**src/rtl/gcs_pkg.sv**
```systemverilog
package gcs_pkg;
  localparam int DATA_W   = 32;
  localparam int CTRL_W   = 6;
  localparam int STAT_W   = 18;
  localparam int COLD_BIT = 1;
  localparam int WARM_BIT = 2;
  localparam int N_CH     = 3;
  localparam int FLAG_LSB = 5;
  localparam int READY_BIT = 8;
  localparam int N_STICKY = 4;
  localparam int SWSET_LSB = 16;
  localparam int SWSET_W  = 2;

  // status bit position of each sticky bit, indexed by its set input
  function automatic int sticky_pos(input int i);
    case (i)
      0: sticky_pos = 0;
      1: sticky_pos = 10;
      2: sticky_pos = 11;
      default: sticky_pos = 15;
    endcase
  endfunction
endpackage

```
**src/rtl/gcs_ctrl.sv**
```systemverilog
module gcs_ctrl
  import gcs_pkg::*;
(
  input  logic              clk,
  input  logic              rst,
  input  logic              we,
  input  logic [CTRL_W-1:0] wdata,
  output logic [CTRL_W-1:0] ctrl_o
);
  logic reset_req;
  assign reset_req = wdata[COLD_BIT] | wdata[WARM_BIT];

  always_ff @(posedge clk) begin
    if (rst) ctrl_o <= '0;
    else if (we && !reset_req) ctrl_o <= wdata;
  end

  p_reset_req_dropped_r3: assert property (@(posedge clk) disable iff (rst)
    (we && (wdata[COLD_BIT] || wdata[WARM_BIT])) |=> $stable(ctrl_o));
  p_plain_write_stored_r2: assert property (@(posedge clk) disable iff (rst)
    (we && !wdata[COLD_BIT] && !wdata[WARM_BIT]) |=> ctrl_o == $past(wdata));
endmodule

```
**src/rtl/gcs_status.sv**
```systemverilog
module gcs_status
  import gcs_pkg::*;
(
  input  logic                clk,
  input  logic                rst,
  input  logic                we,
  input  logic [STAT_W-1:0]   wdata,
  input  logic [N_STICKY-1:0] evt_set,
  input  logic [N_CH-1:0]     ch_irq,
  output logic [STAT_W-1:0]   stat_o,
  output logic                irq_o
);
  logic [N_STICKY-1:0] sticky_q;
  logic [SWSET_W-1:0]  swset_q;
  logic [N_CH-1:0]     flag_q;
  logic                unused_wbits;
  assign unused_wbits = ^wdata;

  genvar gi;
  generate
    for (gi = 0; gi < N_STICKY; gi++) begin : g_sticky
      localparam int POS = sticky_pos(gi);
      always_ff @(posedge clk) begin
        if (rst) sticky_q[gi] <= 1'b0;
        else if (evt_set[gi]) sticky_q[gi] <= 1'b1;
        else if (we && wdata[POS]) sticky_q[gi] <= 1'b0;
      end
    end
  endgenerate

  always_ff @(posedge clk) begin
    if (rst) begin
      swset_q <= '0;
      flag_q  <= '0;
    end else begin
      if (we) swset_q <= swset_q | wdata[SWSET_LSB +: SWSET_W];
      flag_q <= ch_irq;
    end
  end

  always_comb begin
    stat_o = '0;
    stat_o[SWSET_LSB +: SWSET_W] = swset_q;
    stat_o[FLAG_LSB +: N_CH]     = flag_q;
    stat_o[READY_BIT]            = 1'b1;
    for (int i = 0; i < N_STICKY; i++) stat_o[sticky_pos(i)] = sticky_q[i];
  end

  assign irq_o = |flag_q;

  p_flags_follow_r7: assert property (@(posedge clk) disable iff (rst)
    1'b1 |=> flag_q == $past(ch_irq));
  p_irq_follows_r9: assert property (@(posedge clk) disable iff (rst)
    1'b1 |=> irq_o == (|$past(ch_irq)));
  p_sticky_sets_r6: assert property (@(posedge clk) disable iff (rst)
    (|evt_set) |=> ((sticky_q & $past(evt_set)) == $past(evt_set)));
  p_sticky_holds_r6: assert property (@(posedge clk) disable iff (rst)
    (!we && evt_set == '0) |=> $stable(sticky_q));
  p_swset_never_falls_r5: assert property (@(posedge clk) disable iff (rst)
    1'b1 |=> ((swset_q & $past(swset_q)) == $past(swset_q)));
endmodule

```
**src/rtl/gcs_top.sv**
```systemverilog
module gcs_top
  import gcs_pkg::*;
#(
  parameter int ADDR_W   = 8,
  parameter int CTRL_OFF = 'h2C,
  parameter int STAT_OFF = 'h30
) (
  input  logic                clk,
  input  logic                rst,
  input  logic                bus_wr,
  input  logic                bus_rd,
  input  logic [ADDR_W-1:0]   bus_addr,
  input  logic [DATA_W-1:0]   bus_wdata,
  output logic [DATA_W-1:0]   bus_rdata,
  input  logic [N_STICKY-1:0] evt_set,
  input  logic [N_CH-1:0]     ch_irq,
  output logic                irq
);
  localparam logic [ADDR_W-1:0] CTRL_A = ADDR_W'(CTRL_OFF);
  localparam logic [ADDR_W-1:0] STAT_A = ADDR_W'(STAT_OFF);

  logic sel_ctrl, sel_stat;
  logic [CTRL_W-1:0] ctrl_q;
  logic [STAT_W-1:0] stat_w;
  logic unused_hi;

  assign sel_ctrl  = (bus_addr == CTRL_A);
  assign sel_stat  = (bus_addr == STAT_A);
  assign unused_hi = ^bus_wdata[DATA_W-1:STAT_W];

  gcs_ctrl u_ctrl (
    .clk(clk), .rst(rst),
    .we(bus_wr && sel_ctrl),
    .wdata(bus_wdata[CTRL_W-1:0]),
    .ctrl_o(ctrl_q)
  );

  gcs_status u_stat (
    .clk(clk), .rst(rst),
    .we(bus_wr && sel_stat),
    .wdata(bus_wdata[STAT_W-1:0]),
    .evt_set(evt_set),
    .ch_irq(ch_irq),
    .stat_o(stat_w),
    .irq_o(irq)
  );

  always_ff @(posedge clk) begin
    if (rst) bus_rdata <= '0;
    else if (bus_rd) begin
      if (sel_ctrl)      bus_rdata <= DATA_W'(ctrl_q);
      else if (sel_stat) bus_rdata <= DATA_W'(stat_w);
      else               bus_rdata <= '0;
    end
  end

  p_ready_on_read_r4: assert property (@(posedge clk) disable iff (rst)
    (bus_rd && sel_stat) |=> bus_rdata[READY_BIT]);
  p_unmapped_zero_r10: assert property (@(posedge clk) disable iff (rst)
    (bus_rd && !sel_ctrl && !sel_stat) |=> bus_rdata == '0);
endmodule

```
**config.mk**
```make
export PLATFORM = sky130hd
export DESIGN_NAME = gcs_top
export DESIGN_NICKNAME = d
export VERILOG_FILES = /design/src/rtl/gcs_pkg.sv /design/src/rtl/gcs_ctrl.sv /design/src/rtl/gcs_status.sv /design/src/rtl/gcs_top.sv
export SDC_FILE = /design/constraint.sdc
export NUM_CORES = 1
export LEC_CHECK = 0
export BUFFER_PORTS_ARGS = -buffer_cell sky130_fd_sc_hd__buf_4
export CORE_MARGIN = 4
export CORE_UTILIZATION = 28
export CTS_CLUSTER_SIZE = 25
export DETAILED_ROUTE_END_ITERATION = 6
export GPL_ROUTABILITY_DRIVEN = 0
export GPL_TIMING_DRIVEN = 0
export MAX_ROUTING_LAYER = met4
export PLACE_DENSITY = 0.61
export SLEW_MARGIN = 10
export SYNTH_ARGS = -nofsm -noshare
export SYNTH_HDL_FRONTEND = slang
export SYNTH_SLANG_ARGS = --single-unit
```
**constraint.sdc**
```tcl
create_clock -name clk -period 1.3 [get_ports clk]
set_clock_uncertainty 0.1 [all_clocks]
set_input_delay 0.26 -clock clk [delete_from_list [all_inputs] [get_ports clk]]
set_output_delay 0.26 -clock clk [all_outputs]
set_load 0.03 [all_outputs]
```
==> reports/summary.md, run 1 <==
The flow ran to the end, but the final reports show violations. The checks that failed: negative setup slack. In this run the most critical hold path is launched from ch_irq[1].

For the global-route wire length before repair, the log shows 5126 µm. The final routed wire length divided by cell count is 11.36 µm, and the cell depth of the worst hold path is 2. The final number of hold-violating endpoints was 0; the worst-margin pin slew was 0.5563 ns.

Fraction of final layout cells with drive strength greater than 1: 0.4048. The relative slew slack is 0.6292. The number of buffer and inverter instances along the worst setup path was 1; the synthesis warning total was 0.

The clock passes through at most 2 buffers. In this design, the largest share of critical-path delay is due to simple AND/OR/NAND/NOR gates. The repair_antennas step left the layout with diodes totalling 0. The sequential element share of the synthesized area was 0.4280; the violation count after the first detailed-routing iteration was 58. Startpoint of the most critical register-to-register path: u_ctrl.ctrl_o[5]$_SDFFE_PP0P_. The first detailed-routing pass took 4 iterations.

Of all nets on the critical path, the largest fanout is 2. The starting utilization of the core area is 0.2872. The logic depth of the worst register-to-register path came out at 2. Sorting the synthesized cells by area gives the leading types as dfxtp_1, buf_4, nand2b_1. The count of nets left with antenna violations once routing finished came out at 0. The biggest area consumer among synthesized cells is dfxtp_1.

The run gives -0.1712 ns as the total negative slack for setup checks. In this run, distinct cell masters in the synthesized netlist total 28. Compared with the post-synthesis result, the final layout area differs by 42.99%.

The maximum number of pins on one net before global-route repair was 11; the highest clock frequency the design can meet was 679.7 MHz. STA classifies the critical path startpoint as a register. For the number of levels in the clock H-tree, the log shows 2. The most used flip-flop cell after synthesis is dfxtp_1.

Across all register-to-register paths, the minimum setup slack is 0.47 ns. The critical path is of the reg -> out type. Number of max-capacitance violations reported: 0.

Walking the worst path, the cells encountered are or3_4 -> buf_6. The per-cell via count in the routed design is 4.141, and the per-instance average area after synthesis is 9.619 µm². The number of max-slew violations in the final report was 0. Fraction of post-synthesis cell area in the top cell type by area: 0.4280. In this run the tool buffered the top-level ports with 44 buffer cells. The initial antenna violation count is 0, and the overflow left after global routing is 0.

The count of standard-cell rows is 25. The tools report the maximum vdd ir drop as 0.0003921 V. After clock tree synthesis, the clock-pin slew on the worst setup and hold paths is 0.06 ns. The synthesized design contains 0 enable-type register cells. The worst register-to-register path ends at bus_rdata[5]$_SDFFE_PP0P_. The final-report setup violation count was 1; the die width was 77.60 µm. The routed design has 3146 µm of wire. Proportion of synthesized flip-flops having asynchronous set or reset: 0. TritonCTS built the clock tree. Ranked by instance count, the synthesized netlist is headed by dfxtp_1, buf_4, nand2b_1, a21oi_1, nand4_1. The number of top-level pins was 84. The tools report the arrival time of the worst setup path as 1.11 ns. Final period demand of the worst path: 1.471 ns. Worst hold endpoint: u_stat.flag_q[1]$_SDFF_PP0_. At the worst endpoint, the required time is 0.94 ns. The cell area after technology mapping was 1356 µm². The height of the chip is 77.60 µm. The tree built by TritonCTS fans out to 29 sinks.

The run gives 1,100 as the via count of the first global-routing pass. Post-placement worst setup slack: -0.1978 ns. The tightest min-delay check is of the in -> reg type.

The run gives 0.28 ns as the insertion delay of the later-clocked pin in the worst-skew pair. Setup repair after global routing could not meet its margin everywhere. The final clock period utilization by the worst path is 1.132.

Yosys instantiated no cell more often than dfxtp_1. Counting the fill cells in the layout gives 492. The die covers 6022 µm². Cell type of the slowest stage on the worst timing path: or3_4.

The setup slack after layout was -0.1712 ns. TritonCTS created 5 clock buffers. The longest individual stage delay on the worst path is 0.38 ns. The total power density per cell area was 1004 nW/µm²; the count of unresolved DRC violations after routing was 0.

The global router's overall resource usage came out at 0.1126. STA classifies the critical path endpoint as an output port. The count of vias placed by the detailed router was 1,147; the number of instances in the synthesized netlist was 141. The clock root buffer master was clkbuf_8. After legalization and detailed placement, the total HPWL measured 2403 µm. The core footprint was 4723 µm²; the register bit count reported by yosys was 29. The logs give 261 for the number of nets in the layout and 0.8348 nW for the leakage power summed over all cells.
==> layout by cell type, fill, tap and decap left out, drive strengths merged <==
cell type,netlist,final
a311oi,4,4
nand3b,1,1
and3b,1,1
a41oi,2,2
nor3b,6,6
or3,1,1
buf,25,70
a32oi,1,1
clkbuf,1,8
inv,3,3
a22oi,2,2
nor2,8,8
and2,1,1
nor2b,7,7
o32ai,2,2
mux2i,4,4
a21oi,11,11
conb,1,18
nand2,6,6
nand2b,13,13
dfxtp,29,29
and4,1,1
nand4,11,11
==> worst register-to-register path, cell delays in order, from the launching register on <==
cell and delay, ns:
dfxtp_1 0.31, a22oi_1 0.20, o32ai_1 0.10
==> worst max path at each step <==
stage                                     start                       endpoint  slack [ns]  depth (start not counted)
floorplan                           bus_addr[1]  u_ctrl.ctrl_o[0]$_SDFFE_PP0P_        0.09                          4
global placement                    bus_addr[1]      bus_rdata[4]$_SDFFE_PP0P_       -0.18                          5
detailed placement                  bus_addr[1]      bus_rdata[4]$_SDFFE_PP0P_       -0.20                          5
CTS                 u_stat.flag_q[0]$_SDFF_PP0_                            irq       -0.18                          2
global route        u_stat.flag_q[0]$_SDFF_PP0_                            irq       -0.22                          2
finish              u_stat.flag_q[0]$_SDFF_PP0_                            irq       -0.17                          2
==> timing repair <==
| item | CTS | global route |
|---|---|---|
| buffers inserted | 1 | 0 |
| hold buffers | 0 | 0 |
| hold endpoints to repair | 0 | 0 |
| gates resized for setup | 3 | 1 |
| pin swaps | 1 | 0 |
| endpoints found under the setup margin | 1 | 1 |
==> routing by layer <==
| layer | global-route usage | vias up | part of all wire |
|---|---|---|---|
| met1 | 0.1261 | 508 | 0.45 |
| met4 | 0.04270 | 0 | 0.015 |
| met2 | 0.1747 | 36 | 0.46 |
| li1 | - | 597 | - |
| met5 | - | - | 0 |
| met3 | 0.05220 | 6 | 0.082 |
==> where the power goes <==
group          total, W  internal [W]  switching [W]  leakage (nW)
clock          0.000734      0.000419       0.000316        0.0443
combinational  0.000301      0.000142       0.000160         0.554
sequential     0.000911      0.000904     0.00000691         0.236
total           0.00195       0.00146       0.000482         0.835
==> sequential cells by signal (all words and copies together) (netlist names) <==
signal / flops
bus_rdata: 14
u_ctrl.ctrl_o: 6
u_stat.flag_q: 3
u_stat.stat_o: 4
u_stat.swset_q: 2
==> area by class of cell <==
cell class	count	area (µm²)	area share
Buffer	26	191.4	0.09871
Clock buffer	7	86.33	0.04452
Inverter	3	11.26	0.005806
Multi-Input combinational cell	100	641.9	0.3310
Sequential cell	29	583.1	0.3006
Tap cell	67	83.83	0.04323
Timing Repair Buffer	45	341.6	0.1761
==> logic make-up (layout without fill, tap and decap cells) <==
logic type	count (synthesis)	count (layout)	share of synthesized area
flops	29	29	0.4280
compound gates	22	22	0.1098
other cells	1	18	0.002765
mux	4	4	0.02952
simple gates	56	56	0.2805
buf+inv	29	81	0.1494
==> through the flow <==
| step | total power (W) | instances | area (µm²) | hold slack [ns] | util |
|---|---|---|---|---|---|
| after floorplan | 0.001117 | 158 | 1420 | 0.2792 | - |
| after global placement | 0.001222 | 269 | 1834 | 0.3515 | 0.3883 |
| after detailed placement | 0.001224 | 269 | 1834 | 0.3551 | 0.3883 |
| after CTS | 0.001968 | 277 | 1938 | 0.08298 | 0.4103 |
| after global routing | 0.002046 | 277 | 1939 | 0.08554 | 0.4106 |
| final | 0.001947 | 277 | 1939 | 0.09059 | 0.4106 |
Note: power is estimated with default switching activity, not from simulation.
==> run 2, diff against run 1 <==
Settings changed: PLACE_DENSITY 0.61 to 0.59, SYNTH_HIERARCHICAL set to 1.
==> reports/summary.md, run 2 <==
The run finished, with violations left. The final reports fail on negative setup slack. The proportion of synthesized flip-flops having asynchronous set or reset came out at 0 (unchanged).

The final routed wire length divided by cell count is 11.34 µm (-0.11%), and the highest clock frequency the design can meet is 674.5 MHz (-0.77%). The number of max-capacitance violations reported was 0 (unchanged). STA classifies the critical path endpoint as an output port.

The number of top-level pins is 84 (unchanged). Among all stages on the critical path, the largest delay is contributed by or3_4. The tools report the detailed-router iteration count before antenna repair as 4 (unchanged). Most frequently used cell type in the post-synthesis netlist: dfxtp_1. Among all flip-flop cells after synthesis, the most frequent one is dfxtp_1.

Counting instances in the post-synthesis netlist gives the leading cell types as dfxtp_1, buf_4, nand2_1, or3b_2, inv_1. The logs give 2188 µm² (+19%) for the instance area after placement and 0 (unchanged) for the overflow left after global routing. Setup repair after global routing could not meet its margin everywhere. The leakage power summed over all cells came out at 1.020 nW (+22%). For the count of unresolved DRC violations after routing, the log shows 0 (unchanged).

The run gives 33 (+14%) as the number of sinks handled by clock tree synthesis. For the cell area after technology mapping, the log shows 1654 µm² (+22%). The tools report the startpoint type of the worst setup path as a register.

The final clock period utilization by the worst path is 1.140 (+0.008797). The fraction of post-synthesis cell area in the top cell type by area came out at 0.3994 (-0.02865). The tools report the setup slack after layout as -0.1826 ns (-0.01144 ns). Maximum number of pins on one net before global-route repair: 11 (unchanged).

Arrival time of the worst setup path: 1.12 ns (about the same). The final period demand of the worst path is 1.483 ns (+0.01144 ns). The height of the chip is 84.86 µm (+9.4%). Insertion delay of the later-clocked pin in the worst-skew pair: 0.28 ns (about the same). TritonCTS built the clock tree.

The logs give 1,226 (+11%) for the via count of the first global-routing pass and 80 (+38%) for the violation count after the first detailed-routing iteration. The count of flip-flops with a built-in enable after synthesis works out to 0 (unchanged). Layout filler cell count: 593 (+21%). The worst hold path belongs to the class in -> reg. The run gives 0.0003258 V (-17%) as the maximum vdd ir drop. The register bit count reported by yosys was 33 (+14%); the final-report setup violation count was 5 (+4). The most frequent standard cell in the layout excluding fill and tap cells was buf_4.

The number of max-slew violations in the final report was 0 (unchanged). By area the synthesized netlist is led by dfxtp_1, buf_4, or3b_2. The type of the worst setup path was reg -> out.

The global router's overall resource usage is 0.1084 (-0.004174), and the critical path required time is 0.94 ns (about the same). Global-route wire length before repair: 5927 µm (+16%). The total inserted antenna cells is 0 (unchanged). The per-cell via count in the routed design is 4.154 (+0.31%), and the fraction of final layout cells with drive strength greater than 1 is 0.4980 (+0.09321). The tools report the detailed-placement wirelength estimate as 2854 µm (+19%). The critical path goes through or3_4 -> buf_6.

The per-instance average area after synthesis works out to 9.846 µm² (+2.4%). The number of nets in the layout came out at 298 (+14%). The logic depth of the worst register-to-register path was 2 (unchanged); the number of buffer and inverter instances along the worst setup path was 1 (unchanged). Die width: 84.86 µm (+9.4%). The number of instances in the synthesized netlist was 168 (+19%).

The biggest area contributor in the post-synthesis netlist is dfxtp_1. The logs give 7201 µm² (+20%) for the die area and 2 (unchanged) for the number of levels in the clock H-tree. The logs give 27 (+8.0%) for the count of standard-cell rows and 2 (unchanged) for the maximum buffer depth of the clock tree. The tree is rooted in a clkbuf_8. The tools report the core footprint as 5608 µm² (+19%). The total power density per cell area is 904.4 nW/µm² (-9.9%), and the cell count along the critical path is 2 (unchanged). The area growth from synthesis to layout is 41.83%.

The run gives 0.07475 ns (-0.01583 ns) as the final hold slack. The overall routed net length was 3619 µm (+15%); the final number of hold-violating endpoints was 0 (unchanged). For the remaining antenna violation count after routing, the log shows 0 (unchanged). In the layout the commonest cells are buf_4, dfxtp_1, conb_1, nand2_1, or3b_2. The synthesis warning total was 6 (+6); the register clock-pin slew on the reported worst setup and hold paths was 0.06 ns (about the same). The post-route cell area was 2346 µm² (+21%); the starting utilization of the core area was 0.2950 (+0.007805).

The initial antenna violation count came out at 0 (unchanged). The longest individual stage delay on the worst path was 0.38 ns (about the same); the number of I/O port buffers was 48 (+9.1%). The sequential element share of the synthesized area was 0.3994 (-0.02865); the largest fanout on the critical path was 2 (unchanged). The cell depth of the worst hold path is 2 (unchanged), and the CTS buffer count is 5 (unchanged). Broken down by cell family, the worst path's largest delay share belongs to simple AND/OR/NAND/NOR gates. The number of flip-flops in the largest register is 18 (+4). The run gives 1,325 (+16%) as the count of vias placed by the detailed router. More flip-flops sit in one register than any other, and that register is bus_rdata. The hold buffer count at CTS was 0 (unchanged); the distinct cell type count after synthesis was 29 (+3.6%).
==> run 2: kinds of logic after synthesis <==
kind of cell | synth area share
AO/OA/AOI/OAI | 0.1732
buffers and inverters | 0.1634
flip-flops | 0.3994
multiplexers | 0.02421
other | 0.006807
AND/OR/NAND/NOR | 0.2330
==> run 2: layout make-up <==
type	instances	area, µm²	share of cell area
buffer	33	229.0	0.09760
clock buffer	7	86.33	0.03680
inverter	11	41.29	0.01760
multi-input combinational	111	827.0	0.3525
sequential	33	663.1	0.2827
tap	72	90.09	0.03840
timing repair buffer	52	409.1	0.1744
==> run 2: through the flow <==
stage                     instances  power [W]  setup TNS, ns  setup WS [ns]  utilization
after CTS                       319   0.002143        -0.3243        -0.1945       0.4157
after floorplan                 188   0.001254        -0.9319        -0.1735            -
after global placement          308   0.001362         -6.785        -0.5313       0.3902
after global routing            319   0.002235        -0.6414        -0.2162       0.4183
final                           319   0.002122        -0.2253        -0.1826       0.4183
after detailed placement        308   0.001364         -6.626        -0.5131       0.3902
==> run 2: worst register-to-register path: stages, from the launching register on <==
cell and delay [ns]:
dfxtp_1 0.33, or3b_2 0.47, o31ai_4 0.07
==> run 2: worst paths after layout <==
path / startpoint / to / slack (ns)
worst min register to register: u_stat/swset_q[1]$_SDFFE_PP0P_ / bus_rdata[17]$_SDFFE_PP0P_ / 0.36
worst max-delay path: u_stat/flag_q[2]$_SDFF_PP0_ / irq / -0.18
worst max register to register: bus_rdata[7]$_SDFFE_PP0P_ / bus_rdata[7]$_SDFFE_PP0P_ / 0.26
worst min-delay path: bus_wdata[11] / u_stat/stat_o[11]$_SDFFE_PP0P_ / 0.07
==> run 2: routing by layer <==
metal  global-route usage  up-vias  share of wire
li1                     -      693              -
met1               0.1376      582           0.42
met2               0.1573       43           0.48
met3              0.03495        7          0.077
met4              0.04748        0          0.019
met5                    -        -              0
==> run 2: repair_timing <==
item | in CTS | in global routing
pin swaps | 5 | 4
resized for setup | 7 | 4
setup endpoints to repair | 13 | 7
buffers inserted | 4 | 0
==> run 2: power by group <==
group / switching, W / internal, W / leakage (nW)
sequential: 0.00000866 / 0.00103 / 0.268
clock: 0.000345 / 0.000420 / 0.0443
combinational: 0.000165 / 0.000157 / 0.707
